==> config.mk <==
export PLATFORM = sky130hd
export DESIGN_NAME = ea_gen
export DESIGN_NICKNAME = d
export VERILOG_FILES = /design/src/rtl/ea_gen_pkg.sv /design/src/rtl/ea_gen_ctrl.sv /design/src/rtl/ea_gen_dp.sv /design/src/rtl/ea_gen.sv
export SDC_FILE = /design/constraint.sdc
export NUM_CORES = 1
export LEC_CHECK = 0
export BUFFER_PORTS_ARGS = -buffer_cell sky130_fd_sc_hd__buf_2
export CAP_MARGIN = 40
export CORE_ASPECT_RATIO = 0.7
export CORE_UTILIZATION = 52
export CTS_CLUSTER_DIAMETER = 30
export DETAILED_ROUTE_END_ITERATION = 16
export HOLD_SLACK_MARGIN = 0.05
export PLACE_DENSITY_LB_ADDON = 0.3
export SLEW_MARGIN = 15
export SYNTH_ARGS = -nofsm -noshare
export SYNTH_HDL_FRONTEND = slang
export SYNTH_SLANG_ARGS = --single-unit
==> constraint.sdc <==
create_clock -name clk -period 2.15 [get_ports clk]
set_clock_uncertainty 0.1 [all_clocks]
set_input_delay 0.1075 -clock clk [delete_from_list [all_inputs] [get_ports clk]]
set_output_delay 0.1075 -clock clk [all_outputs]
set_load 0.01 [all_outputs]
==> src/rtl/ea_gen_pkg.sv <==
package ea_gen_pkg;
  typedef enum logic [2:0] {
    MODE_IMM    = 3'b000,
    MODE_REG    = 3'b001,
    MODE_REGIND = 3'b010,
    MODE_AINC   = 3'b011,
    MODE_ADEC   = 3'b100,
    MODE_DIR    = 3'b101,
    MODE_IND    = 3'b110,
    MODE_REL    = 3'b111
  } eaMode_t;

  // strobes from control to datapath
  typedef struct packed {
    logic takeNow;  // compute and register a one-step result
    logic armRead;  // latch the pointer read address
    logic takeMem;  // capture the returned pointer as the address
  } eaStrobe_t;
endpackage

==> src/rtl/ea_gen_ctrl.sv <==
module ea_gen_ctrl
  import ea_gen_pkg::*;
(
  input  logic      clk,
  input  logic      rstN,
  input  logic      start,
  input  logic [2:0] modeSel,
  input  logic      indexEn,
  input  logic      memRdAck,
  output eaStrobe_t strobes,
  output logic      validOut,
  output logic      memRdReq
);
  typedef enum logic {ST_IDLE, ST_WAIT} ctlState_t;
  ctlState_t state;

  logic isIndirect;
  logic accept;
  assign isIndirect = (modeSel == MODE_IND) && !indexEn;
  assign accept     = start && (state == ST_IDLE);

  always_comb begin
    strobes.takeNow = accept && !isIndirect;
    strobes.armRead = accept && isIndirect;
    strobes.takeMem = (state == ST_WAIT) && memRdAck;
  end

  always_ff @(posedge clk or negedge rstN) begin
    if (!rstN) begin
      state    <= ST_IDLE;
      validOut <= 1'b0;
    end else begin
      validOut <= strobes.takeNow || strobes.takeMem;
      case (state)
        ST_IDLE: if (strobes.armRead) state <= ST_WAIT;
        default: if (memRdAck)        state <= ST_IDLE;
      endcase
    end
  end

  assign memRdReq = (state == ST_WAIT);


  one_step_valid_chk: assert property (@(posedge clk) disable iff (!rstN)
    (start && !memRdReq && !isIndirect) |=> validOut);


  read_held_chk: assert property (@(posedge clk) disable iff (!rstN)
    (memRdReq && !memRdAck) |=> (memRdReq && !validOut));


  ack_to_valid_chk: assert property (@(posedge clk) disable iff (!rstN)
    (memRdReq && memRdAck) |=> (validOut && !memRdReq));
endmodule

==> src/rtl/ea_gen_dp.sv <==
module ea_gen_dp
  import ea_gen_pkg::*;
#(
  parameter int ADDR_W    = 16,
  parameter int FIELD_W   = 8,
  parameter int REG_SEL_W = 3
) (
  input  logic                 clk,
  input  logic                 rstN,
  input  eaStrobe_t            strobes,
  input  logic [2:0]           modeSel,
  input  logic                 indexEn,
  input  logic [FIELD_W-1:0]   addrField,
  input  logic [REG_SEL_W-1:0] regSel,
  input  logic [ADDR_W-1:0]    regRdData,
  input  logic [ADDR_W-1:0]    pcNext,
  input  logic [ADDR_W-1:0]    indexReg,
  input  logic [ADDR_W-1:0]    memRdData,
  output logic [ADDR_W-1:0]    memRdAddr,
  output logic [ADDR_W-1:0]    effAddr,
  output logic                 operandHit,
  output logic [ADDR_W-1:0]    operandVal,
  output logic                 regWrEn,
  output logic [REG_SEL_W-1:0] regWrSel,
  output logic [ADDR_W-1:0]    regWrData
);
  localparam int EXT_W = ADDR_W - FIELD_W;

  logic [ADDR_W-1:0] fieldZero, fieldSign;
  logic [ADDR_W-1:0] nextAddr, nextOperand, nextPtr;
  logic              nextHit, nextWr;

  assign fieldZero = {{EXT_W{1'b0}}, addrField};
  assign fieldSign = {{EXT_W{addrField[FIELD_W-1]}}, addrField};

  always_comb begin
    nextAddr    = '0;
    nextOperand = '0;
    nextHit     = 1'b0;
    nextWr      = 1'b0;
    nextPtr     = regRdData;
    if (indexEn) begin
      nextAddr = indexReg + fieldZero;
    end else begin
      case (modeSel)
        MODE_IMM:    begin nextHit = 1'b1; nextOperand = fieldZero; end
        MODE_REG:    begin nextHit = 1'b1; nextOperand = regRdData; end
        MODE_REGIND: nextAddr = regRdData;
        MODE_AINC:   begin nextAddr = regRdData; nextWr = 1'b1; nextPtr = regRdData + ADDR_W'(1); end
        MODE_ADEC:   begin nextAddr = regRdData; nextWr = 1'b1; nextPtr = regRdData - ADDR_W'(1); end
        MODE_DIR:    nextAddr = fieldZero;
        MODE_REL:    nextAddr = pcNext + fieldSign;
        default:     nextAddr = '0;
      endcase
    end
  end

  always_ff @(posedge clk or negedge rstN) begin
    if (!rstN) begin
      effAddr    <= '0;
      operandHit <= 1'b0;
      operandVal <= '0;
      regWrEn    <= 1'b0;
      regWrSel   <= '0;
      regWrData  <= '0;
      memRdAddr  <= '0;
    end else begin
      regWrEn <= strobes.takeNow && nextWr;
      if (strobes.takeNow) begin
        effAddr    <= nextAddr;
        operandHit <= nextHit;
        operandVal <= nextOperand;
        regWrSel   <= regSel;
        regWrData  <= nextPtr;
      end
      if (strobes.armRead) memRdAddr <= fieldZero;
      if (strobes.takeMem) begin
        effAddr    <= memRdData;
        operandHit <= 1'b0;
      end
    end
  end


  wr_source_chk: assert property (@(posedge clk) disable iff (!rstN)
    regWrEn |-> $past(strobes.takeNow));
endmodule

==> src/rtl/ea_gen.sv <==
module ea_gen
  import ea_gen_pkg::*;
#(
  parameter int ADDR_W    = 16,
  parameter int FIELD_W   = 8,
  parameter int REG_SEL_W = 3
) (
  input  logic                 clk,
  input  logic                 rstN,
  input  logic                 start,
  input  logic [2:0]           modeSel,
  input  logic                 indexEn,
  input  logic [FIELD_W-1:0]   addrField,
  input  logic [REG_SEL_W-1:0] regSel,
  input  logic [ADDR_W-1:0]    regRdData,
  input  logic [ADDR_W-1:0]    pcNext,
  input  logic [ADDR_W-1:0]    indexReg,
  output logic                 memRdReq,
  output logic [ADDR_W-1:0]    memRdAddr,
  input  logic                 memRdAck,
  input  logic [ADDR_W-1:0]    memRdData,
  output logic                 valid,
  output logic [ADDR_W-1:0]    effAddr,
  output logic                 operandHit,
  output logic [ADDR_W-1:0]    operandVal,
  output logic                 regWrEn,
  output logic [REG_SEL_W-1:0] regWrSel,
  output logic [ADDR_W-1:0]    regWrData
);
  eaStrobe_t strobes;

  ea_gen_ctrl uCtrl (
    .clk(clk), .rstN(rstN), .start(start), .modeSel(modeSel),
    .indexEn(indexEn), .memRdAck(memRdAck), .strobes(strobes),
    .validOut(valid), .memRdReq(memRdReq)
  );

  ea_gen_dp #(.ADDR_W(ADDR_W), .FIELD_W(FIELD_W), .REG_SEL_W(REG_SEL_W)) uDp (
    .clk(clk), .rstN(rstN), .strobes(strobes), .modeSel(modeSel),
    .indexEn(indexEn), .addrField(addrField), .regSel(regSel),
    .regRdData(regRdData), .pcNext(pcNext), .indexReg(indexReg),
    .memRdData(memRdData), .memRdAddr(memRdAddr), .effAddr(effAddr),
    .operandHit(operandHit), .operandVal(operandVal), .regWrEn(regWrEn),
    .regWrSel(regWrSel), .regWrData(regWrData)
  );


  wr_with_valid_chk: assert property (@(posedge clk) disable iff (!rstN)
    regWrEn |-> valid);


  read_addr_stable_chk: assert property (@(posedge clk) disable iff (!rstN)
    (memRdReq && !memRdAck) |=> $stable(memRdAddr));
endmodule

After elaboration in Yosys (flattened, before gate mapping)
Cells that the tools add are included.
{"block": "totals", "reg_bits": 63, "out_inout_bits": 71, "input_bits": 83, "elab_cells": 52}
{"block": "classes", "mux": 17, "eq_ne": 7, "reduce_logical": 14, "bitwise": 1, "add_sub_neg": 4}
{"op": "16-bit 2-to-1 mux", "count": 5}
{"op": "16-bit case mux with 2 select lines", "count": 2}
{"op": "16-bit case mux with 3 select lines", "count": 1}
{"op": "16-bit by 1-bit adder with 16-bit output (second input constant)", "count": 1}
{"op": "16-bit adder", "count": 1}
{"op": "16-bit by 8-bit adder with 16-bit output", "count": 1}
{"op": "16-bit by 1-bit subtractor with 16-bit output (second input constant)", "count": 1}
{"op": "3-bit == test (second input constant)", "count": 4}
{"op": "1-bit 2-to-1 mux", "count": 9}
{"op": "3-bit by 2-bit == test with 1-bit output (second input constant)", "count": 2}
{"op": "1-bit logical AND", "count": 6}
{"op": "2-bit OR reduction", "count": 2}
{"op": "3-bit by 1-bit == test with 1-bit output (second input constant)", "count": 1}
{"op": "3-bit logical NOT", "count": 1}
{"op": "3-bit OR reduction", "count": 1}
{"op": "1-bit logical NOT", "count": 2}
{"op": "2-bit nonzero test", "count": 1}
{"op": "1-bit logical OR", "count": 1}
{"op": "1-bit NOT", "count": 1}

Longest topological paths before layout
Gate-level depths: netlist of the first run.
{"block": "logic_depth", "ltp_word": 6, "ltp_mapped": 12, "mapped_depth_nobuf": 10}

By module
Synthesis of the first run repeated with hierarchy kept, for this count alone.
{"block": "unflattened", "cells_unflattened": 577, "area_unflattened_um2": 4996.0}
{"module": "ea_gen_dp", "seq_area_each_um2": 1526.5, "cells_each": 566, "area_each_um2": 4880.9, "n_inst": 1}
{"module": "ea_gen_ctrl", "seq_area_each_um2": 50.0, "cells_each": 11, "area_each_um2": 115.1, "n_inst": 1}

Worst setup path before layout of the first run
Ideal clock, no wire load.
{"block": "synth_path", "path_type": "input to register", "startpoint": "input port modeSel[1]", "endpoint": "register uDp.regWrData[14]", "path_buffers": 2, "required_time_ns": 1.919, "stages": 12, "arrival_ns": 2.528, "setup_time_ns": 0.131, "slack_ns": -0.609, "path_cell_list": "or3b_1 -> clkbuf_1 -> clkbuf_1 -> xnor2_1 -> ha_1 -> nand2_1 -> o21ai_0 -> a21oi_1 -> or4_1 -> a21oi_1 -> xnor2_1 -> o21ai_1"}
{"block": "synth_between", "elab_chain_cells": 4, "elab_cells_between_ends": 8, "classes_between": "eq/ne (3); mux (2); reduce/logical (3)"}
{"item": "start: declaration", "line": "ea_gen.sv:11", "text": "input logic [2:0] modeSel,"}
{"item": "branches (longest 4 deep; another with 16-bit case mux with 2 select lines)"}
{"item": "end signal: assignment", "line": "ea_gen_dp.sv:74", "text": "regWrData <= nextPtr;"}
{"item": "end: declaration", "line": "ea_gen_dp.sv:25", "text": "output logic [ADDR_W-1:0] regWrData"}
Several ways; the timed one is not identified.
A chain may end at the register's enable or synchronous reset.

Worst setup path in the final report of the first run
{"block": "layout_path", "startpoint": "input port modeSel[0]", "endpoint": "register uDp.regWrData[14]"}
The elaborated chain is that of the path after synthesis.

==> impl_metrics.toml, run 1 <==
[status]
status = "finished, final reports clean"

[route]
num_vias = 5503
drt-initial-drc-count = 482
drc = 0
ant_nets = 0
first_pass_iters = 5
post_drt_wl_per_cell_um = 17.9
routed_wl_um = 16700
via_per_inst = 5.90

[floorplan]
die_x_um = 118
row_count = 29
io_pins = 154
coreArea_um2 = 9070
start_util_pct = 53.7
die_area_um2 = 9760
die_h_um = 83.0

[synthesis]
netlist_instances = 595
synthFlopType = "dfrtp_1"
synthSimpleGateAreaFrac_pct = 20.2
synth_top_family_by_area = "compound AO/OA/AOI/OAI gates"
synth_xor_area_share_pct = 7.01
ys_seq_elements = 63
syn_area_per_cell_um2 = 8.19
muxShareOfSynthArea_pct = 5.78
synthArstFlopShare_pct = 100
synth_fa_ha_area_share_pct = 6.99
synth.distinct_cells = 58
synth_edf_count = 0
yosysWarnings = 0
synth_area_um2 = 4870
yosysSeqAreaShare_pct = 32.4
synth_compound_area_share_pct = 22.4

[clock_network]
cts_buffer_depth = 2
clock_latency_ps = 340
cts_tree = "yes"
root_buffer = "clkbuf_16"
h-tree-depth = 3
cts.sinks = 63
numCtsBuffers = 9
cts.clk_slew.worst_paths_ps = 50

[layout]
area_growth_pct = 36.9
final_cell_mix = "145 x buf_2, 80 x nand2_1, 64 x buf_4, 63 x dfrtp_1, 46 x o21ai_0"
final_core_util_pct = 73.5
n_antenna_cell = 0
final_nets = 913
layout_commonest_cell = "buf_2"
final_layout_size_suffix_gt1_share_pct = 30.9

[critical_path]
worst_setup_path_end_kind = "flop"
cpPeakStageDelay_ps = 480
rrSetupSlack_ps = 160
cp_num_buf_inv = 1
reg2reg_to = "uDp.effAddr[7]$_DFFE_PN0P_"
crit_cells = 11
cp.arrival_ps = 2170
r2r_start = "uCtrl.memRdReq$_DFF_PN0_"
start_kind = "primary input"
cp_slowest_cell = "or4_4"
worst-setup-path-type = "primary input to flop"
crit_top_cell = "a21oi_2"
critPathMaxFanout = 4
path_cells = "buf_2 > or3b_4 > xnor2_2 > ha_2 > nand2_2 > o21ai_2 > a21oi_2 > or4_4 > a21oi_2 > xnor2_1 > o21ai_1"
r2r_cells = 6
cp.required_ps = 2260
path_delay_family = "simple AND/OR/NAND/NOR gates"

[timing]
post-route-min-period_ps = 2060
drv_slew = 0
hold_violations = 0
maxSlewHeadroom_pct = 55.5
tns_ps = 0
worst_slew_pin_slew_ps = 668
period_share_pct = 95.9
max_freq_mhz = 485
setup_violations = 0

[worst_hold_path]
holdPathEnd = "uDp.operandVal[13]$_DFFE_PN0P_"
hold_class = "primary input to flop"
hold_path_startpoint = "regRdData[13]"
min_path_cells = 3

[global_route]
grt_overflow = 0
gr-usage-met2_pct = 54.4
grt_pass1_wl_um = 26700
globalRouteMet3Util_pct = 6.87
grt_pass1_vias = 5338
antenna_found_initial = 0
grt_busiest_layer = "met2"
grt_max_degree = 36
grt_usage_pct = 34.6
use_met1_pct = 47.2

[flow_run]
max_cap_viol_count = 0

[pwr]
max-vdd-ir-drop_uv = 490
cellPowerDensity_nw_per_um2 = 614
leakagePower_uw = 0.00327

[placed_design]
numPortBuffers = 145
detailed_place_hpwl_um = 12300
globalplace.congestion = 0.954
[report_power, final]
group	internal, uW	switching (uW)
sequential	1340	92.8
clock	799	545
combinational	599	720
[worst register-to-register path, delay by kind of cell (launching register included)]
family	cells	cell delay (ps)
DFF	1	380
and+or+nand+nor	2	350
AOI/OAI and AO/OA	3	780
buffers and inverters	1	250
[registers in the layout, summed over array words and instances (netlist names)]
register / count
uDp.regWrSel: 3
uCtrl.validOut: 1
uDp.operandHit: 1
uDp.operandVal: 16
uDp.memRdAddr: 8
uDp.regWrData: 16
uCtrl.memRdReq: 1
uDp.regWrEn: 1
uDp.effAddr: 16
[per-stage QoR]
step,hold slack [ps],total power (uW),setup slack (ps),cell area (um^2),cells
floorplan,-288,2140,-386,4940,602
detailed placement,70.1,2690,-239,6120,891
CTS,70.7,4070,110,6630,931
global placement,61.5,2660,-196,6120,891
finish,76.5,4090,88.4,6670,932
global route,80.6,4280,-27.5,6670,932
[what timing repair did]
item | CTS | global route
endpoints found under the setup margin | 0 | 3
resized for setup | 0 | 7
setup buffers | 0 | 1
hold buffers | 25 | 0
hold endpoints to repair | 50 | 0
[synthesized netlist by cell type (all sizes together), types with 15 or more instances]
| cell type | instances | area (um^2) |
|---|---|---|
| buf | 15 | 86.3 |
| clkbuf | 30 | 113 |
| nor3 | 16 | 80.1 |
| nand3 | 16 | 80.1 |
| nand2 | 81 | 304 |
| a21oi | 42 | 210 |
| o21ai | 48 | 240 |
| mux2i | 18 | 180 |
| nor2 | 43 | 161 |
| ha | 24 | 300 |
| xnor2 | 27 | 236 |
| inv | 15 | 56.3 |
| dfrtp | 63 | 1580 |
[layout make-up]
class | count | area [um^2]
clock buffer | 11 | 243
clock inverter | 4 | 22.5
fill | 715 | 2400
inverter | 15 | 56.3
multi-input combinational | 479 | 3120
sequential | 63 | 1580
tap | 124 | 155
timing repair buffer | 236 | 1500
[per-layer routing]
| metal | vias to the layer above | wire length (um) |
|---|---|---|
| met5 | - | 0 |
| met4 | 0 | 401 |
| met3 | 43 | 1580 |
| met2 | 326 | 7410 |
| met1 | 2597 | 7300 |
| li1 | 2537 | - |
[cell families (layout without fill, tap and decap cells)]
family,count (synthesis),count (layout)
fa+ha+maj,26,26
flops,63,63
buf+inv,60,266
compound gates,171,171
mux,27,27
xor+xnor,39,39
other cells,1,8
simple gates,208,208
[worst max path at each step]
stage	slack [ps]	startpoint	endpoint
finish	90	modeSel[0]	uDp.regWrData[14]$_DFFE_PN0P_
global route	-30	modeSel[0]	uDp.regWrData[14]$_DFFE_PN0P_
CTS	110	modeSel[1]	uDp.regWrData[14]$_DFFE_PN0P_
detailed placement	-240	modeSel[1]	uDp.regWrData[14]$_DFFE_PN0P_
global placement	-200	modeSel[1]	uDp.regWrData[14]$_DFFE_PN0P_
floorplan	-390	modeSel[1]	uDp.regWrData[14]$_DFFE_PN0P_
(Power assumes the default switching activity.)
==> inputs of run 2 (changes only) <==
==> constraint.sdc (replaced) <==
create_clock -name clk -period 2.15 [get_ports clk]
set_clock_uncertainty 0.1 [all_clocks]
set_input_delay 0.215 -clock clk [delete_from_list [all_inputs] [get_ports clk]]
set_output_delay 0.215 -clock clk [all_outputs]
set_load 0.01 [all_outputs]
==> run 2 against run 1 <==
Effect of this change: sequential share of layout area down 0.53 points; highest routed layer unchanged; power up 4.4%; via count up 1.5%; worst setup slack worse by 61 ps; cell count up 1.9%; fmax down 2.9%; critical path type unchanged; die area unchanged.
==> impl_metrics.toml, run 2 (synthesized netlist as in run 1, its figures left out) <==
[timing]
max_freq_mhz = 471
setup_ws_ps = 27.3
hold_ws_ps = 67.4
tns_ps = 0
rsz0062_at_grt = "true"
post-route-min-period_ps = 2120
setup_violations = 0
drv_slew = 0
maxSlewHeadroom_pct = 66.6
hold_violations = 0
worst_slew_pin_slew_ps = 496
period_share_pct = 98.7

[floorplan]
die_h_um = 83.0
row_count = 29
start_util_pct = 53.7
die_area_um2 = 9760
io_pins = 154
die_x_um = 118
coreArea_um2 = 9070

[route]
drt-initial-drc-count = 527
ant_nets = 0
via_per_inst = 5.88
routed_wl_um = 16800
drc = 0
first_pass_iters = 5
num_vias = 5586
post_drt_wl_per_cell_um = 17.7

[global_route]
grt_pass1_wl_um = 27100
grt_pass1_vias = 5334
grt_overflow = 0
grt_max_degree = 64
grt_usage_pct = 35.2
antenna_found_initial = 0

[layout]
final_core_util_pct = 75.2
layout_commonest_cell = "buf_2"
final_layout_size_suffix_gt1_share_pct = 35.2
finalInstanceArea_um2 = 6820
n_antenna_cell = 0
reg_top3 = "uDp.effAddr x16, uDp.operandVal x16, uDp.regWrData x16"
final_cell_mix = "143 x buf_2, 99 x buf_4, 80 x nand2_1, 63 x dfrtp_1, 46 x o21ai_0"
area_growth_pct = 40.0
final_nets = 930

[clock_network]
cts_buffer_depth = 2
clock_latency_ps = 340
cts.sinks = 63
h-tree-depth = 3
cts_tree = "yes"
root_buffer = "clkbuf_16"
numCtsBuffers = 9
cts.clk_slew.worst_paths_ps = 60

[critical_path]
worst_setup_path_end_kind = "flop"
worst-setup-path-type = "primary input to flop"
start_kind = "primary input"
path_delay_family = "simple AND/OR/NAND/NOR gates"
crit_top_cell = "a21oi_2"
cp.required_ps = 2270
cp_slowest_cell = "or4_4"
cp_num_buf_inv = 1
cp.arrival_ps = 2240
critPathMaxFanout = 4
path_cells = "buf_6 > or3b_4 > xnor2_2 > ha_2 > nand2_2 > o21ai_2 > a21oi_2 > or4_4 > a21oi_2 > xnor2_1 > o21ai_1"
cpPeakStageDelay_ps = 480

[status]
status = "finished, final reports clean"

[flow_run]
max_cap_viol_count = 0

[worst_hold_path]
hold_class = "primary input to flop"

[pwr]
max-vdd-ir-drop_uv = 407
cellPowerDensity_nw_per_um2 = 626
leakagePower_uw = 0.00338

[placed_design]
place_ws_ps = -333
numPortBuffers = 145
dpl_cell_area_um2 = 6380
globalplace.congestion = 1.02
detailed_place_hpwl_um = 12800
-- run 2: changes by cell type in the layout (fill, tap and decap cells not counted), sizes merged --
cell	delta
inv	+1
buf	+35
bufinv	+1
clkbuf	-2
clkinvlp	+1
dlygate4sd3	-18
-- run 2: power breakdown --
group / total, uW / internal, uW / switching [uW]
combinational: 1370 / 633 / 732
clock: 1480 / 898 / 582
sequential: 1430 / 1340 / 90.5
total: 4270 / 2870 / 1400
-- run 2: path summary, 6_finish.rpt --
kind,cells past startpoint,to,startpoint,slack (ps)
min reg2reg,2,uDp.regWrSel[1]$_DFFE_PN0P_,uDp.regWrSel[1]$_DFFE_PN0P_,370
max,11,uDp.regWrData[14]$_DFFE_PN0P_,modeSel[0],30
min,3,uDp.effAddr[5]$_DFFE_PN0P_,memRdData[5],70
min in group asynchronous,3,uDp.regWrData[4]$_DFFE_PN0P_,rstN,320
max reg2reg,7,uDp.effAddr[6]$_DFFE_PN0P_,uCtrl.memRdReq$_DFF_PN0_,290
max in group asynchronous,3,uDp.effAddr[7]$_DFFE_PN0P_,rstN,1340
-- run 2: routing by layer --
metal,wire length [um],vias to the layer above,global-route usage [%],part of all wire (%)
li1,-,2577,-,-
met1,7060,2595,49.4,42
met2,7470,370,54.7,44
met3,1870,44,6.04,11
met4,427,0,12.8,2.5
met5,0,-,0,0
-- run 2: layout make-up --
class,instances,area (um^2)
clock buffers,9,225
clock inverters,7,72.6
fillers,679,2250
inverters,15,56.3
multi-input cells,479,3140
flip-flops and latches,63,1580
well taps,124,155
repair buffers,253,1590
-- run 2: metrics by stage --
stage / power, uW / instances
detailed placement: 2760 / 926
finish: 4270 / 950
floorplan: 2140 / 602
global placement: 2720 / 926
CTS: 4250 / 949
global route: 4460 / 950
-- run 2: timing repair --
action,in CTS,in global routing
hold buffers,7,0
setup endpoints to repair,0,11
resized for setup,0,14
buffers inserted,0,1
hold endpoints to repair,69,0
-- run 2: tightest hold or removal path, delay by kind of cell --
family	cells	cell delay, ps
buffers and inverters	1	110
AND/OR/NAND/NOR	2	140
==> inputs of run 3 (changes only) <==
--- a/config.mk
+++ b/config.mk
@@ -13,6 +13,7 @@
 export DETAILED_ROUTE_END_ITERATION = 16
 export HOLD_SLACK_MARGIN = 0.05
 export PLACE_DENSITY_LB_ADDON = 0.3
+export RECOVER_POWER = 50
 export SLEW_MARGIN = 15
 export SYNTH_ARGS = -nofsm -noshare
 export SYNTH_HDL_FRONTEND = slang
==> run 3 against run 2 <==
Effect of this change: clock-buffer cell count did not move; global-route usage did not move; sequential cell count is the same; hold slack lost 2.5 ps; core utilization down 0.58 points; wire length is 0.52% higher; die area is the same; register-to-register slack about the same; power decreased by 0.54%; worst setup slack worse by 1.8 ps; critical path depth is the same; sequential power about the same; critical endpoint unchanged; largest cell class unchanged; highest routed layer unchanged.
==> impl_metrics.toml, run 3 (synthesized netlist as in run 1, its figures left out) <==
[timing]
max_freq_mhz = 471
hold_violations = 0
setup_violations = 0
worst_slew_pin_slew_ps = 1410
rsz0062_at_grt = "true"
hold_ws_ps = 64.9
post-route-min-period_ps = 2120
drv_slew = 0
maxSlewHeadroom_pct = 5.78
period_share_pct = 98.8

[layout]
final_core_util_pct = 74.6
finalInstanceArea_um2 = 6770
final_nets = 930
reg_top3 = "uDp.effAddr x16, uDp.operandVal x16, uDp.regWrData x16"
n_antenna_cell = 0
final_cell_mix = "114 x buf_2, 99 x buf_4, 80 x nand2_1, 63 x dfrtp_1, 46 x o21ai_0"
final_layout_size_suffix_gt1_share_pct = 31.6
area_growth_pct = 38.9
layout_commonest_cell = "buf_2"

[global_route]
grt_usage_pct = 35.2
grt_max_degree = 64
antenna_found_initial = 0
grt_overflow = 0
grt_pass1_wl_um = 27100
grt_pass1_vias = 5334

[clock_network]
cts_buffer_depth = 2
root_buffer = "clkbuf_16"
cts.clk_slew.worst_paths_ps = 60
clock_latency_ps = 340
h-tree-depth = 3
numCtsBuffers = 9
cts_tree = "yes"
cts.sinks = 63

[floorplan]
die_h_um = 83.0
row_count = 29
start_util_pct = 53.7
die_x_um = 118
die_area_um2 = 9760
coreArea_um2 = 9070
io_pins = 154

[placed_design]
detailed_place_hpwl_um = 12800
globalplace.congestion = 1.02
numPortBuffers = 145
dpl_cell_area_um2 = 6380

[critical_path]
r2r_start = "uCtrl.memRdReq$_DFF_PN0_"
worstSetupStartpoint = "modeSel[0]"
cp.required_ps = 2270
critPathMaxFanout = 4
worst-setup-path-type = "primary input to flop"
start_kind = "primary input"
cp.arrival_ps = 2240
rrSetupSlack_ps = 290
worst_setup_path_end_kind = "flop"

[route]
drt-initial-drc-count = 464
first_pass_iters = 5
post_drt_wl_per_cell_um = 17.8
drc = 0
routed_wl_um = 16900
via_per_inst = 5.92
ant_nets = 0
num_vias = 5620

[pwr]
max-vdd-ir-drop_uv = 404
cellPowerDensity_nw_per_um2 = 628
leakagePower_uw = 0.00327

[worst_hold_path]
hold_path_startpoint = "memRdData[5]"
hold_class = "primary input to flop"

[flow_run]
max_cap_viol_count = 0

[status]
status = "finished, final reports clean"
run 3: cell types whose count changed in the layout (fill, tap and decap cells not counted), sizes merged:
| cell | delta |
|---|---|
| clkbuf | +30 |
| buf | -30 |
run 3: path summary, 6_finish.rpt:
path                                                 end  cells past startpoint
min                           uDp.effAddr[5]$_DFFE_PN0P_                      3
min in group asynchronous   uDp.regWrData[4]$_DFFE_PN0P_                      3
max                        uDp.regWrData[14]$_DFFE_PN0P_                     11
min reg2reg                 uDp.regWrData[6]$_DFFE_PN0P_                      2
max reg2reg                 uDp.memRdAddr[1]$_DFFE_PN0P_                      5
max in group asynchronous    uDp.effAddr[15]$_DFFE_PN0P_                      3
run 3: power by group:
group / switching (uW) / internal, uW
sequential: 92.6 / 1340
combinational: 732 / 612
clock: 578 / 898
total: 1400 / 2850
run 3: timing repair:
item	CTS	global route
hold buffers	7	0
endpoints found under the hold margin	69	0
setup buffers	0	1
gates resized for setup	0	14
setup endpoints to repair	0	11
run 3: layout make-up:
type | count | area, um^2
clock inverter | 7 | 72.6
inverter | 15 | 56.3
fill | 698 | 2300
sequential | 63 | 1580
multi-input combinational | 479 | 3140
timing repair buffer | 253 | 1540
tap | 124 | 155
clock buffer | 9 | 225
run 3: metrics by stage:
step           std cells  power, uW  setup TNS [ps]  worst slack (ps)
2_1_floorplan        602       2140           -1720              -493
3_3_place_gp         926       2720           -2410              -293
3_5_place_dp         926       2760           -3860              -333
4_1_cts              949       4250               0              27.6
5_1_grt              950       4440           -81.3             -58.3
6_report             950       4250               0              25.5
run 3: critical path, cell delays in order:
cell and delay [ps]:
buf_6 90, or3b_4 430, xnor2_2 140, ha_2 250, nand2_2 80, o21ai_2 130, a21oi_2 70, or4_4 480
a21oi_2 160, xnor2_1 120, o21ai_1 70
run 3: layer usage:
metal	global-route usage [%]	vias to the layer above	share of wire, %
li1	-	2580	-
met1	49.4	2644	43
met2	54.7	347	44
met3	6.04	49	10
met4	12.8	0	2.7
met5	0	-	0
